==> src/rtl/pio_pkg.sv <==
package pio_pkg;
  localparam int unsigned REG_W = 32;

  typedef enum logic [2:0] {
    SEL_DIR  = 3'd0,
    SEL_ODR  = 3'd1,
    SEL_DAT  = 3'd2,
    SEL_EVT  = 3'd3,
    SEL_MSK  = 3'd4,
    SEL_CTL  = 3'd5,
    SEL_IBE  = 3'd6,
    SEL_NONE = 3'd7
  } reg_sel_e;

  // Swaps line order and register bit order; the mapping is its own inverse.
  function automatic logic [REG_W-1:0] lane_flip(input logic [REG_W-1:0] v);
    logic [REG_W-1:0] r;
    for (int i = 0; i < REG_W; i++) r[REG_W-1-i] = v[i];
    return r;
  endfunction

  // Sticky event update: clear by mask, then new hits win.
  function automatic logic [REG_W-1:0] evt_update(input logic [REG_W-1:0] evt,
                                                  input logic [REG_W-1:0] clr,
                                                  input logic [REG_W-1:0] hit);
    return (evt & ~clr) | hit;
  endfunction

  // Data view: stored value on outputs, gated pin value on inputs.
  function automatic logic [REG_W-1:0] data_view(input logic [REG_W-1:0] dat,
                                                 input logic [REG_W-1:0] dir,
                                                 input logic [REG_W-1:0] pin,
                                                 input logic [REG_W-1:0] ibe);
    return (dat & dir) | (pin & ibe & ~dir);
  endfunction
endpackage

==> src/rtl/pio_sync.sv <==
module pio_sync #(
  parameter int W      = 32,
  parameter int STAGES = 2
) (
  input  logic         clk,
  input  logic         rst_n,
  input  logic [W-1:0] d,
  output logic [W-1:0] q
);
  logic [W-1:0] chain [STAGES];

  for (genvar s = 0; s < STAGES; s++) begin : g_stage
    if (s == 0) begin : g_first
      always_ff @(posedge clk or negedge rst_n) begin
        if (!rst_n) chain[0] <= '0;
        else        chain[0] <= d;
      end
    end else begin : g_next
      always_ff @(posedge clk or negedge rst_n) begin
        if (!rst_n) chain[s] <= '0;
        else        chain[s] <= chain[s-1];
      end
    end
  end

  assign q = chain[STAGES-1];
endmodule

==> src/rtl/pio_evt.sv <==
module pio_evt
  import pio_pkg::*;
#(
  parameter int W = REG_W
) (
  input  logic         clk,
  input  logic         rst_n,
  input  logic [W-1:0] level,
  input  logic [W-1:0] fall_only,
  input  logic [W-1:0] clr_mask,
  output logic [W-1:0] edge_hit,
  output logic [W-1:0] evt_q
);
  logic [W-1:0] prev_q;

  for (genvar b = 0; b < W; b++) begin : g_det
    logic rise, fall;
    assign rise        = ~prev_q[b] & level[b];
    assign fall        = prev_q[b] & ~level[b];
    assign edge_hit[b] = fall | (rise & ~fall_only[b]);
  end

  always_ff @(posedge clk or negedge rst_n) begin
    if (!rst_n) begin
      prev_q <= '0;
      evt_q  <= '0;
    end else begin
      prev_q <= level;
      evt_q  <= evt_update(evt_q, clr_mask, edge_hit);
    end
  end

  AST_W1C_CLEARS: assert property (@(posedge clk) disable iff (!rst_n)
    (|(clr_mask & ~edge_hit)) |=> ((evt_q & $past(clr_mask & ~edge_hit)) == '0));
  AST_EDGE_WINS: assert property (@(posedge clk) disable iff (!rst_n)
    (|edge_hit) |=> ((evt_q & $past(edge_hit)) == $past(edge_hit)));
  AST_EVT_STICKY: assert property (@(posedge clk) disable iff (!rst_n)
    1'b1 |=> ((evt_q & $past(evt_q & ~clr_mask)) == $past(evt_q & ~clr_mask)));
  AST_FALL_ONLY: assert property (@(posedge clk) disable iff (!rst_n)
    1'b1 |=> ((evt_q & ~$past(evt_q) & $past(fall_only & level & ~prev_q)) == '0));
endmodule

==> src/rtl/pio_port.sv <==
module pio_port
  import pio_pkg::*;
#(
  parameter int ADDR_W = 5
) (
  input  logic              clk,
  input  logic              rst_n,
  input  logic [ADDR_W-1:0] bus_addr,
  input  logic              bus_we,
  input  logic [REG_W-1:0]  bus_wdata,
  output logic [REG_W-1:0]  bus_rdata,
  input  logic [REG_W-1:0]  pad_in,
  output logic [REG_W-1:0]  pad_out,
  output logic [REG_W-1:0]  pad_oe,
  output logic              irq
);
  localparam int IDX_W = ADDR_W - 2;

  logic [REG_W-1:0] dir_q, odr_q, dat_q, msk_q, ctl_q, ibe_q;
  logic [REG_W-1:0] pin_sync, evt_q, edge_hit, clr_mask, oe_bits;
  logic [IDX_W-1:0] word_idx;
  reg_sel_e         sel;

  assign word_idx = bus_addr[ADDR_W-1:2];
  assign sel = (bus_addr[1:0] == 2'b00 && word_idx < IDX_W'(7))
             ? reg_sel_e'(word_idx[2:0]) : SEL_NONE;

  pio_sync #(.W(REG_W), .STAGES(2)) u_sync (
    .clk(clk), .rst_n(rst_n), .d(lane_flip(pad_in)), .q(pin_sync));

  assign clr_mask = (bus_we && sel == SEL_EVT) ? bus_wdata : '0;

  pio_evt #(.W(REG_W)) u_evt (
    .clk(clk), .rst_n(rst_n), .level(pin_sync), .fall_only(ctl_q),
    .clr_mask(clr_mask), .edge_hit(edge_hit), .evt_q(evt_q));

  always_ff @(posedge clk or negedge rst_n) begin
    if (!rst_n) begin
      dir_q <= '0; odr_q <= '0; dat_q <= '0;
      msk_q <= '0; ctl_q <= '0; ibe_q <= '0;
    end else if (bus_we) begin
      case (sel)
        SEL_DIR: dir_q <= bus_wdata;
        SEL_ODR: odr_q <= bus_wdata;
        SEL_DAT: dat_q <= bus_wdata;
        SEL_MSK: msk_q <= bus_wdata;
        SEL_CTL: ctl_q <= bus_wdata;
        SEL_IBE: ibe_q <= bus_wdata;
        default: ;
      endcase
    end
  end

  always_comb begin
    case (sel)
      SEL_DIR: bus_rdata = dir_q;
      SEL_ODR: bus_rdata = odr_q;
      SEL_DAT: bus_rdata = data_view(dat_q, dir_q, pin_sync, ibe_q);
      SEL_EVT: bus_rdata = evt_q;
      SEL_MSK: bus_rdata = msk_q;
      SEL_CTL: bus_rdata = ctl_q;
      SEL_IBE: bus_rdata = ibe_q;
      default: bus_rdata = '0;
    endcase
  end

  assign oe_bits = dir_q & ~(odr_q & dat_q);
  assign pad_oe  = lane_flip(oe_bits);
  assign pad_out = lane_flip(dat_q);
  assign irq     = |(evt_q & msk_q);

  AST_OD_NO_HIGH: assert property (@(posedge clk) disable iff (!rst_n)
    ((pad_oe & pad_out & lane_flip(odr_q)) == '0));
  AST_IRQ_QUIET_MASKED: assert property (@(posedge clk) disable iff (!rst_n)
    (msk_q == '0) |-> !irq);
  AST_IRQ_ON_UNMASK: assert property (@(posedge clk) disable iff (!rst_n)
    (bus_we && sel == SEL_MSK && |(evt_q & bus_wdata)) |=> irq);
  AST_RELEASED_INPUT: assert property (@(posedge clk) disable iff (!rst_n)
    ((pad_oe & ~lane_flip(dir_q)) == '0));
endmodule

==> config.mk <==
export PLATFORM = sky130hd
export DESIGN_NAME = pio_port
export DESIGN_NICKNAME = d
export VERILOG_FILES = /design/src/rtl/pio_pkg.sv /design/src/rtl/pio_sync.sv /design/src/rtl/pio_evt.sv /design/src/rtl/pio_port.sv
export SDC_FILE = /design/constraint.sdc
export NUM_CORES = 1
export LEC_CHECK = 0
export CAP_MARGIN = 20
export CORE_MARGIN = 10
export CORE_UTILIZATION = 50
export DETAILED_ROUTE_END_ITERATION = 8
export GPL_TIMING_DRIVEN = 0
export PLACE_DENSITY_LB_ADDON = 0.15
export SYNTH_ARGS = -nofsm -noshare
export SYNTH_HDL_FRONTEND = slang
export SYNTH_SLANG_ARGS = --single-unit
==> constraint.sdc <==
create_clock -name clk -period 1.5 [get_ports clk]
set_input_delay 0.15 -clock clk [delete_from_list [all_inputs] [get_ports clk]]
set_output_delay 0.15 -clock clk [all_outputs]
set_load 0.02 [all_outputs]
==> impl_metrics.env, run 1 <==
export IMPL_drtIter0Drc=818
export IMPL_finalHoldViolCount=0
export IMPL_ys_types=36
export IMPL_vdd_ir_drop_max_uv=1082
export IMPL_yosys_warnings=0
export IMPL_synth_most_common_cell="dfrtp_1"
export IMPL_highest_layer="met5"
export IMPL_gp_congestion=0.8261
export IMPL_end_kind="output pin"
export IMPL_grt_usage_pct=23.35
export IMPL_syn_nets=1064
export IMPL_drt_total_wl_mm=40.01
export IMPL_cp_max_fo=3
export IMPL_ctsLongestPathBuffers=3
export IMPL_dp_hpwl_mm=26.27
export IMPL_cts_tree="built"
export IMPL_grt_overflow_total=0
export IMPL_critPathKind="reg -> out"
export IMPL_grt_pass1_wl_mm=60.94
export IMPL_nFillCells=2011
export IMPL_rsz0062_at_grt="yes"
export IMPL_ant_nets=0
export IMPL_synth_common_cells="320 x dfrtp_1, 193 x mux2_2, 60 x o211ai_1"
export IMPL_dieArea_um2=34150
export IMPL_ctsRootBufferMaster="clkbuf_16"
export IMPL_core_area_um2=26800
export IMPL_drive_above_1_share_pct=35.75
export IMPL_io_buffer_count=167
export IMPL_fin_crit_ps=2193
export IMPL_final_nets=1290
export IMPL_regToRegStartpoint="u_sync.q[31]$_DFF_PN0_"
export IMPL_run_status="complete, but fails checks"
export IMPL_num_io_pins=169
export IMPL_yosys_area_top_type="dfrtp_1"
export IMPL_holdCritPathClass="in -> reg"
export IMPL_syn_inst=992
export IMPL_die_h_um=184.8
export IMPL_worst_slew_pin_slew_ps=590.1
export IMPL_netlist_area_leader_share_pct=58.98
export IMPL_wl_met1_mm=16.80
export IMPL_worst_setup_path_start_kind="register"
export IMPL_fmax_ghz=0.4561
export IMPL_fin_cells=1584
export IMPL_slew_viol_final=0
export IMPL_fin_crit_sh_pct=146.2
export IMPL_viasPerCell=6.044
export IMPL_initial_core_util_pct=50.66
export IMPL_crit_arrival_ps=2040
export IMPL_p_per_area_nw_per_um2=1375
export IMPL_async_flop_share_pct=100.0
export IMPL_rows=60
export IMPL_syn_cell_area_um2=13580
export IMPL_crit_required_ps=1350
export IMPL_yosys_top_cells_area="dfrtp_1 59%, mux2_2 16%, o211ai_1 3.3%"
export IMPL_post_dp_cell_area_um2=15750
export IMPL_htreeDepth=2
export IMPL_insertion_delay_ps=510
export IMPL_firstDrtPassIters=5
export IMPL_area_delta_synth_final_pct=27.93
export IMPL_wl_per_cell_um=25.26
export IMPL_slew_headroom_pct=60.66
export IMPL_finalInstanceArea_um2=17370
export IMPL_critPathLaunch="u_evt.evt_q[13]$_DFF_PN0_"
export IMPL_synth_flop_cell="dfrtp_1"
export IMPL_p_leak_nw=7.774
export IMPL_grt_max_degree=119
export IMPL_drc=0
export IMPL_synth_edf_count=0
export IMPL_clock_skew_ps=15.43
export IMPL_dieWidth_um=184.8
export IMPL_cts_sinks=320
export IMPL_seq_area_frac_synth_pct=58.98
export IMPL_wl_met3_mm=2.597
export IMPL_numCtsBuffers=35
export IMPL_route_met2_wl_mm=19.03
export IMPL_cap_violations=0
export IMPL_grt_antenna_before_repair=2
export IMPL_finalSetupViolCount=33
export IMPL_vias=9574
export IMPL_fin_ws_ps=-692.7
export IMPL_clk_pin_slew_ps=60
export IMPL_post_route_util_pct=64.81
export IMPL_violations="setup timing"
export IMPL_ys_ff_latch=320
export IMPL_dpl_cell_count=1502
export IMPL_syn_avg_cell_area_um2=13.69
export IMPL_min_from="pad_in[31]"
export IMPL_grt_pass1_vias=10210
==> routing by layer <==
layer,track usage [%],vias to the layer above
met5,0,-
met4,11.28,2
met3,4.193,107
met2,37.39,354
met1,30.07,4944
li1,-,4167
==> final timing paths <==
check                                              to  slack [ps]  cells after the start
max                                               irq        -690                      4
min                        u_sync.chain[32]$_DFF_PN0_          70                      1
max reg2reg                 u_evt.evt_q[31]$_DFF_PN0_         490                      4
min reg2reg                    u_sync.q[29]$_DFF_PN0_         340                      0
max in group asynchronous    u_evt.evt_q[0]$_DFF_PN0_         290                      3
min in group asynchronous      u_sync.q[13]$_DFF_PN0_         220                      2
==> per-stage QoR <==
step / worst slack, ps / power (mW) / setup TNS, ps / hold WS (ps)
after detailed placement: -1704 / 14.89 / -239400 / 276.3
after global placement: -13630 / 14.77 / -4586050 / 331.2
final: -692.7 / 23.88 / -10860 / 73.20
after floorplan: -44.53 / 12.83 / -1175 / -145.6
after global routing: -728.4 / 24.81 / -12570 / 70.09
after CTS: -698.4 / 23.90 / -10950 / 62.36
==> cells in the final DEF, fill, tap and decap left out, drive strengths merged, types with 33 or more instances in the layout <==
cell | netlist | final
buf | 31 | 118
nand3 | 36 | 36
clkbuf | 24 | 79
nor3 | 33 | 33
o211ai | 60 | 60
clkdlybuf4s50 | 0 | 64
dfrtp | 320 | 320
mux2 | 224 | 224
==> cell families after synthesis <==
group	Yosys count	synth area share (%)
DFF	320	58.98
buffers and inverters	88	2.811
muxes	256	20.94
and+or+nand+nor	149	6.562
AOI/OAI and AO/OA	179	10.71
==> sequential cells by signal, indices dropped and copies added, names as in the netlist <==
signal,flops
u_evt.prev_q,32
dat_q,32
msk_q,32
ctl_q,32
u_sync.q,32
u_sync.chain,32
dir_q,32
u_evt.evt_q,32
ibe_q,32
odr_q,32
==> report_power, final <==
part	switching, mW	internal, mW	total [mW]
sequential	0.991	9.80	10.8
combinational	1.96	1.98	3.94
clock	3.41	5.74	9.15
total	6.35	17.5	23.9
==> critical path, cell delays in order, from the launching register on <==
cell and delay [ps]:
dfrtp_1 460, a22oi_2 230, nand4_1 120, or4_4 560, buf_6 150
==> cell type report <==
type | instances | area (µm²) | area share (%)
inverter | 33 | 127.6 | 0.7348
clock inverter | 9 | 197.7 | 1.138
tap | 341 | 426.7 | 2.456
antenna | 1 | 2.502 | 0.01441
timing repair buffer | 190 | 1607 | 9.249
buffer | 54 | 548.0 | 3.155
clock buffer | 52 | 1022 | 5.885
multi-input combinational | 584 | 5418 | 31.19
sequential | 320 | 8020 | 46.17
==> what timing repair did <==
action / CTS / global route
hold buffers: 1 / 0
endpoints found under the setup margin: 311 / 371
cloned: 3 / 0
endpoints found under the hold margin: 103 / 0
setup buffers: 13 / 4
pin swaps: 10 / 7
resized for setup: 472 / 93
(Power assumes the default switching activity.)
==> run 2, diff against run 1 <==
--- a/config.mk
+++ b/config.mk
@@ -14,3 +14,4 @@
 export SYNTH_ARGS = -nofsm -noshare
 export SYNTH_HDL_FRONTEND = slang
 export SYNTH_SLANG_ARGS = --single-unit
+export TNS_END_PERCENT = 100
==> results of run 2 <==
No change in the layout: final DEF, timing and power equal those of run 1.
